==> src/rtl/tbw_pkg.sv <==
package tbw_pkg;

  typedef struct packed {
    logic tmr_en;
    logic tmr_dis;
    logic wdt_en;
    logic wdt_dis;
    logic irq_en;
    logic irq_dis;
    logic clr_tmr;
    logic clr_wdt;
    logic sel_load;
  } tbw_cmd_t;

  // Set/clear flag update: the clearing strobe has priority.
  function automatic logic flag_next(input logic cur, input logic set_s, input logic clr_s);
    logic r;
    if (clr_s)      r = 1'b0;
    else if (set_s) r = 1'b1;
    else            r = cur;
    return r;
  endfunction

endpackage

==> src/rtl/tbw_prescaler.sv <==
module tbw_prescaler #(
  parameter int PRE_BITS = 8
) (
  input  logic                clk,
  input  logic                rst_n,
  output logic [PRE_BITS-1:0] cnt,
  output logic                tick
);

  logic [PRE_BITS-1:0] cnt_nxt;

  always_comb begin
    cnt_nxt = cnt + 1'b1;
  end

  // Wrap indication: the next edge carries into the following stages.
  assign tick = &cnt;

  always_ff @(posedge clk or negedge rst_n) begin
    if (!rst_n) cnt <= '0;
    else        cnt <= cnt_nxt;
  end

endmodule

==> src/rtl/tbw_timebase.sv <==
module tbw_timebase #(
  parameter int PRE_BITS = 8,
  parameter int SEL_W    = 3
) (
  input  logic                clk,
  input  logic                rst_n,
  input  logic                tick,
  input  logic                clr,
  input  logic [PRE_BITS-1:0] pre_cnt,
  input  logic [SEL_W-1:0]    sel,
  output logic                wave
);

  localparam int TB_BITS = (1 << SEL_W) - 1;
  localparam int FULL_W  = PRE_BITS + TB_BITS;

  logic [TB_BITS-1:0] tb_cnt;
  logic [TB_BITS-1:0] tb_nxt;
  logic [FULL_W-1:0]  chain;
  logic [FULL_W-1:0]  aligned;

  always_comb begin
    if (clr)       tb_nxt = '0;
    else if (tick) tb_nxt = tb_cnt + 1'b1;
    else           tb_nxt = tb_cnt;
  end

  always_ff @(posedge clk or negedge rst_n) begin
    if (!rst_n) tb_cnt <= '0;
    else        tb_cnt <= tb_nxt;
  end

  // Code 0 picks the chain's top bit, the highest code picks the prescaler MSB.
  always_comb begin
    chain   = {tb_cnt, pre_cnt};
    aligned = chain << sel;
    wave    = aligned[FULL_W-1];
  end

endmodule

==> src/rtl/tbw_watchdog.sv <==
module tbw_watchdog #(
  parameter int SEL_W     = 3,
  parameter int WDT_EXTRA = 2
) (
  input  logic             clk,
  input  logic             rst_n,
  input  logic             tick,
  input  logic             en,
  input  logic             clr,
  input  logic             irq_dis,
  input  logic [SEL_W-1:0] sel,
  output logic             flag
);

  import tbw_pkg::*;

  localparam int TB_BITS = (1 << SEL_W) - 1;
  localparam int WD_W    = TB_BITS + WDT_EXTRA;

  logic [WD_W-1:0] wd_cnt;
  logic [WD_W-1:0] wd_nxt;
  logic [WD_W-1:0] mask;
  logic            hit;
  logic            flag_nxt_v;

  always_comb begin
    mask = {WD_W{1'b1}} >> sel;
    hit  = en && tick && ((wd_cnt & mask) == mask);
  end

  always_comb begin
    if (!en || clr)  wd_nxt = '0;
    else if (hit)    wd_nxt = '0;
    else if (tick)   wd_nxt = wd_cnt + 1'b1;
    else             wd_nxt = wd_cnt;
    flag_nxt_v = flag_next(flag, hit, clr || irq_dis);
  end

  always_ff @(posedge clk or negedge rst_n) begin
    if (!rst_n) begin
      wd_cnt <= '0;
      flag   <= 1'b0;
    end else begin
      wd_cnt <= wd_nxt;
      flag   <= flag_nxt_v;
    end
  end

endmodule

==> src/rtl/tbw_gen.sv <==
module tbw_gen #(
  parameter int PRE_BITS  = 8,
  parameter int SEL_W     = 3,
  parameter int WDT_EXTRA = 2
) (
  input  logic             clk,
  input  logic             rst_n,
  input  logic             cmd_tmr_en,
  input  logic             cmd_tmr_dis,
  input  logic             cmd_wdt_en,
  input  logic             cmd_wdt_dis,
  input  logic             cmd_irq_en,
  input  logic             cmd_irq_dis,
  input  logic             cmd_clr_tmr,
  input  logic             cmd_clr_wdt,
  input  logic             cmd_sel_load,
  input  logic [SEL_W-1:0] sel_code,
  output logic             irq_level,
  output logic             irq_oe
);

  import tbw_pkg::*;

  tbw_cmd_t            cmd;
  logic                tmr_en_q, wdt_en_q, irq_en_q;
  logic                tmr_en_d, wdt_en_d, irq_en_d;
  logic [SEL_W-1:0]    sel_q, sel_d;
  logic [PRE_BITS-1:0] pre_cnt;
  logic                tick;
  logic                wave;
  logic                wdt_flag;

  always_comb begin
    cmd.tmr_en   = cmd_tmr_en;
    cmd.tmr_dis  = cmd_tmr_dis;
    cmd.wdt_en   = cmd_wdt_en;
    cmd.wdt_dis  = cmd_wdt_dis;
    cmd.irq_en   = cmd_irq_en;
    cmd.irq_dis  = cmd_irq_dis;
    cmd.clr_tmr  = cmd_clr_tmr;
    cmd.clr_wdt  = cmd_clr_wdt;
    cmd.sel_load = cmd_sel_load;
  end

  always_comb begin
    tmr_en_d = flag_next(tmr_en_q, cmd.tmr_en, cmd.tmr_dis);
    wdt_en_d = flag_next(wdt_en_q, cmd.wdt_en, cmd.wdt_dis);
    irq_en_d = flag_next(irq_en_q, cmd.irq_en, cmd.irq_dis);
    sel_d    = cmd.sel_load ? sel_code : sel_q;
  end

  always_ff @(posedge clk or negedge rst_n) begin
    if (!rst_n) begin
      tmr_en_q <= 1'b0;
      wdt_en_q <= 1'b0;
      irq_en_q <= 1'b0;
      sel_q    <= '0;
    end else begin
      tmr_en_q <= tmr_en_d;
      wdt_en_q <= wdt_en_d;
      irq_en_q <= irq_en_d;
      sel_q    <= sel_d;
    end
  end

  tbw_prescaler #(.PRE_BITS(PRE_BITS)) u_pre (
    .clk   (clk),
    .rst_n (rst_n),
    .cnt   (pre_cnt),
    .tick  (tick)
  );

  tbw_timebase #(.PRE_BITS(PRE_BITS), .SEL_W(SEL_W)) u_tb (
    .clk     (clk),
    .rst_n   (rst_n),
    .tick    (tick),
    .clr     (cmd.clr_tmr),
    .pre_cnt (pre_cnt),
    .sel     (sel_q),
    .wave    (wave)
  );

  tbw_watchdog #(.SEL_W(SEL_W), .WDT_EXTRA(WDT_EXTRA)) u_wdt (
    .clk     (clk),
    .rst_n   (rst_n),
    .tick    (tick),
    .en      (wdt_en_q),
    .clr     (cmd.clr_wdt),
    .irq_dis (cmd.irq_dis),
    .sel     (sel_q),
    .flag    (wdt_flag)
  );

  always_comb begin
    irq_oe    = irq_en_q && ((tmr_en_q && !wave) || (wdt_en_q && wdt_flag));
    irq_level = !irq_oe;
  end

endmodule

==> config.mk <==
export PLATFORM = sky130hd
export DESIGN_NAME = tbw_gen
export DESIGN_NICKNAME = d
export VERILOG_FILES = /design/src/rtl/tbw_pkg.sv /design/src/rtl/tbw_prescaler.sv /design/src/rtl/tbw_timebase.sv /design/src/rtl/tbw_watchdog.sv /design/src/rtl/tbw_gen.sv
export SDC_FILE = /design/constraint.sdc
export NUM_CORES = 1
export LEC_CHECK = 0
export BUFFER_PORTS_ARGS = -buffer_cell sky130_fd_sc_hd__buf_2
export CORE_ASPECT_RATIO = 1.25
export CORE_MARGIN = 4
export CORE_UTILIZATION = 54
export CTS_BUF_LIST = sky130_fd_sc_hd__clkbuf_4 sky130_fd_sc_hd__clkbuf_8
export CTS_CLUSTER_DIAMETER = 120
export CTS_CLUSTER_SIZE = 20
export DETAILED_ROUTE_END_ITERATION = 6
export HOLD_SLACK_MARGIN = 0.06
export PLACE_DENSITY = 0.82
export SLEW_MARGIN = 20
export SYNTH_ARGS = -nofsm -noshare
export SYNTH_HDL_FRONTEND = slang
export SYNTH_SLANG_ARGS = --single-unit
==> constraint.sdc <==
create_clock -name clk -period 1.8 [get_ports clk]
set_clock_uncertainty 0.15 [all_clocks]
set_input_delay 0.09 -clock clk [delete_from_list [all_inputs] [get_ports clk]]
set_output_delay 0.09 -clock clk [all_outputs]
set_load 0.02 [all_outputs]
==> results.py <==
metrics = {
    "final_layout": {
        "nets": 232,
        "nFillCells": 149,
        "drive_gt1_share_pct": 39.7,
        "final_util_pct": 82.6,
        "multi_input_area_um2": 905,
        "ff_latch_area_um2": 779,
        "num_antenna_cells": 0,
        "area_delta_synth_final_pct": 42.6,
    },
    "logic_synthesis": {
        "synth_top_family_by_area": "simple AND/OR/NAND/NOR gates",
        "ys_seq_elements": 31,
        "synth_edf_count": 0,
        "yosys_most_used_dff": "dfrtp_1",
        "synth_fa_ha_area_share_pct": 2.37,
        "syn_inst": 151,
        "muxShareOfSynthArea_pct": 4.27,
        "syn_nets": 168,
        "syn-cell-area_um2": 1580,
        "seq_area_frac_synth_pct": 49.1,
        "synth_simple_gate_area_share_pct": 23.5,
        "async_reset_ff_share_pct": 100,
        "synth_compound_area_share_pct": 10.8,
        "yosysWarnings": 0,
        "yosysUniqueCellTypes": 43,
        "avgSynthCellArea_um2": 10.5,
        "synth_xor_area_share_pct": 7.75,
    },
    "run_status": {
        "violations": "negative setup slack",
        "status": "finished with violations",
    },
    "clocking": {
        "clkSinkCount": 31,
        "clk_path_buf_depth": 2,
        "cts_tree": "built",
        "htreeDepth": 2,
        "cts-root-buf": "clkbuf_4",
        "clkTransAtPathRegs_ns": 0.11,
        "insertion_delay_ns": 0.36,
        "cts_buffers": 5,
    },
    "timing": {
        "fin_setup_tns_ns": -0.660,
        "max_freq_mhz": 479,
        "fin_crit_sh_pct": 116,
        "finalMaxSlewViolations": 0,
        "setup_viol": 6,
        "max_slew_margin_pct": 52.8,
        "fin_ws_ns": -0.287,
        "worstMarginPinSlew_ns": 0.708,
        "hold_viol_final": 0,
        "rsz0062_at_grt": "true",
        "fin_crit_ns": 2.09,
        "hold_slack_ns": 0.198,
    },
    "pwr": {
        "p_per_area_nw_per_um2": 562,
        "vdd_drop_max_v": 0.000496,
        "p_leak_uw": 0.000956,
        "power_uw": 1270,
    },
    "grt": {
        "overflow": 0,
        "grt_max_degree": 32,
        "grt_pass1_wl_um": 8160,
        "grt_pass1_vias": 1689,
        "grt_usage_pct": 28.7,
        "antenna_found_initial": 0,
    },
    "setup_path": {
        "worstPathMaxFanout": 3,
        "r2r_start": "u_wdt.wd_cnt[5]$_DFFE_PN0P_",
        "worst_r2r_path_depth": 4,
        "reg2reg_slack_ns": -0.08,
        "endpoint_kind": "output pin",
        "worstSetupPathType": "reg2out",
        "cp.arrival_ns": 1.85,
        "start_kind": "flip-flop",
        "cp_data_required_time_ns": 1.56,
        "reg2reg_to": "u_wdt.wd_cnt[7]$_DFFE_PN0P_",
    },
    "min_path": {
        "hold_class": "in2async",
    },
    "route": {
        "drtIter0Drc": 171,
        "firstDrtPassIters": 6,
        "drc": 0,
        "wl_um": 5690,
        "wl_per_cell_um": 22.9,
        "vias": 1602,
        "drtAntennaViolNets": 0,
        "vias_per_cell": 6.46,
    },
    "die": {
        "rows": 21,
        "start_util_pct": 57.9,
        "core_um2": 2730,
        "die_y_um": 68.5,
        "die_w_um": 56.4,
        "die_area_um2": 3860,
        "io_pins": 16,
    },
    "placed_design": {
        "gp_congestion": 0.904,
        "dpl.hpwl_um": 2700,
        "io_buffer_count": 15,
    },
    "job": {
        "maxCapViolations": 0,
    },
}
-- registers in the layout, indices dropped and copies added (netlist names) --
| register | flops |
|---|---|
| tmr_en_q | 1 |
| sel_q | 3 |
| u_wdt.wd_cnt | 9 |
| u_tb.tb_cnt | 7 |
| u_wdt.flag | 1 |
| irq_en_q | 1 |
| wdt_en_q | 1 |
| u_pre.cnt | 8 |
-- cells by family (layout without fill, tap and decap cells) --
| group | after synthesis | in the layout |
|---|---|---|
| buf+inv | 6 | 69 |
| fa+ha+maj | 3 | 3 |
| simple gates | 70 | 70 |
| compound gates | 23 | 23 |
| mux | 4 | 4 |
| xor+xnor | 14 | 14 |
| flops | 31 | 31 |
-- cells in the mapped netlist, types with 2 or more instances --
library cell  number  area, um^2
dfrtp_1           31         776
nand2_1           16        60.1
nor2_1            15        56.3
xnor2_1           12         105
nand3_1           11        55.1
nor3_1             5        25.0
nor4_1             5        31.3
a21oi_1            4        20.0
o21ai_0            4        20.0
ha_1               3        37.5
inv_1              3        11.3
a211oi_1           2        15.0
a32o_1             2        20.0
and2_1             2        12.5
and3_1             2        12.5
mux2_2             2        22.5
mux4_2             2        45.0
nor2b_1            2        12.5
o2bb2ai_1          2        17.5
o31ai_1            2        15.0
xor2_1             2        17.5
-- layout make-up --
| class | count | share of cell area [%] |
|---|---|---|
| Inverter | 3 | 0.499 |
| Sequential cell | 31 | 34.6 |
| Tap cell | 34 | 1.89 |
| Timing Repair Buffer | 60 | 21.0 |
| Clock buffer | 6 | 2.00 |
| Multi-Input combinational cell | 114 | 40.1 |
-- where the power goes --
part,internal [uW],total [uW],switching [uW]
Sequential,708,725,16.9
Combinational,71.9,142,70.0
Clock,154,402,249
Total,933,1270,335
-- per-layer routing --
layer / wire length, um / GRT usage (%) / up-vias
li1: - / - / 673
met3: 482 / 8.19 / 36
met2: 2900 / 52.9 / 116
met4: 359 / 18.1 / 0
met1: 1950 / 28.8 / 777
met5: 0 / 0 / -
-- cell usage in the layout, fill, tap and decap left out, types with 2 or more instances in the layout --
master	synthesis	layout
a21oi_1	4	3
a221oi_2	1	2
and2_4	0	2
and3_1	2	2
buf_2	0	13
buf_4	1	27
buf_6	1	4
clkbuf_4	0	6
dfrtp_1	31	28
dfrtp_2	0	3
dlygate4sd3_1	0	16
inv_1	3	3
mux2_2	2	2
mux4_2	2	2
nand2_1	16	16
nand3_1	11	11
nor2_1	15	14
nor2b_1	2	2
nor3_1	5	5
nor4_2	0	3
nor4_4	0	2
o21ai_0	4	2
o21ai_1	0	2
o2bb2ai_1	2	2
or2_4	1	2
xnor2_1	12	12
xor2_1	2	2
-- critical path, cell delays in order, from the launching register on --
cell and delay, ns:
dfrtp_2 0.43, mux4_2 0.52, nand2_1 0.09, a32o_2 0.19, and2_4 0.15, buf_6 0.11
-- per-stage QoR --
step,worst slack [ns],instances,cell area [um^2]
final,-0.287,248,2260
after global placement,0.0508,217,1860
after global routing,-0.328,248,2260
after floorplan,-0.0261,151,1610
after CTS,-0.172,244,2120
after detailed placement,0.00413,217,1860
-- repair_timing --
item,4_1_cts,5_1_grt
setup buffers,5,4
hold buffers,16,0
gates cloned,0,0
setup endpoints to repair,5,14
hold endpoints to repair,47,0
pin swaps,4,5
resized for setup,10,22
-- how the worst max path moves through the flow --
stage                     cells past startpoint  slack, ns                     endpoint                   startpoint
after detailed placement                      5      0.004  u_wdt.wd_cnt[7]$_DFFE_PN0P_       u_pre.cnt[1]$_DFF_PN0_
after global placement                        5       0.05  u_wdt.wd_cnt[7]$_DFFE_PN0P_       u_pre.cnt[1]$_DFF_PN0_
after global routing                          5      -0.33                       irq_oe         sel_q[2]$_DFFE_PN0P_
after CTS                                     5      -0.17                       irq_oe         sel_q[0]$_DFFE_PN0P_
final                                         5      -0.29                       irq_oe         sel_q[2]$_DFFE_PN0P_
after floorplan                               6      -0.03  u_wdt.wd_cnt[8]$_DFFE_PN0P_  u_wdt.wd_cnt[0]$_DFFE_PN0P_
Note: power is estimated with default switching activity, not from simulation.
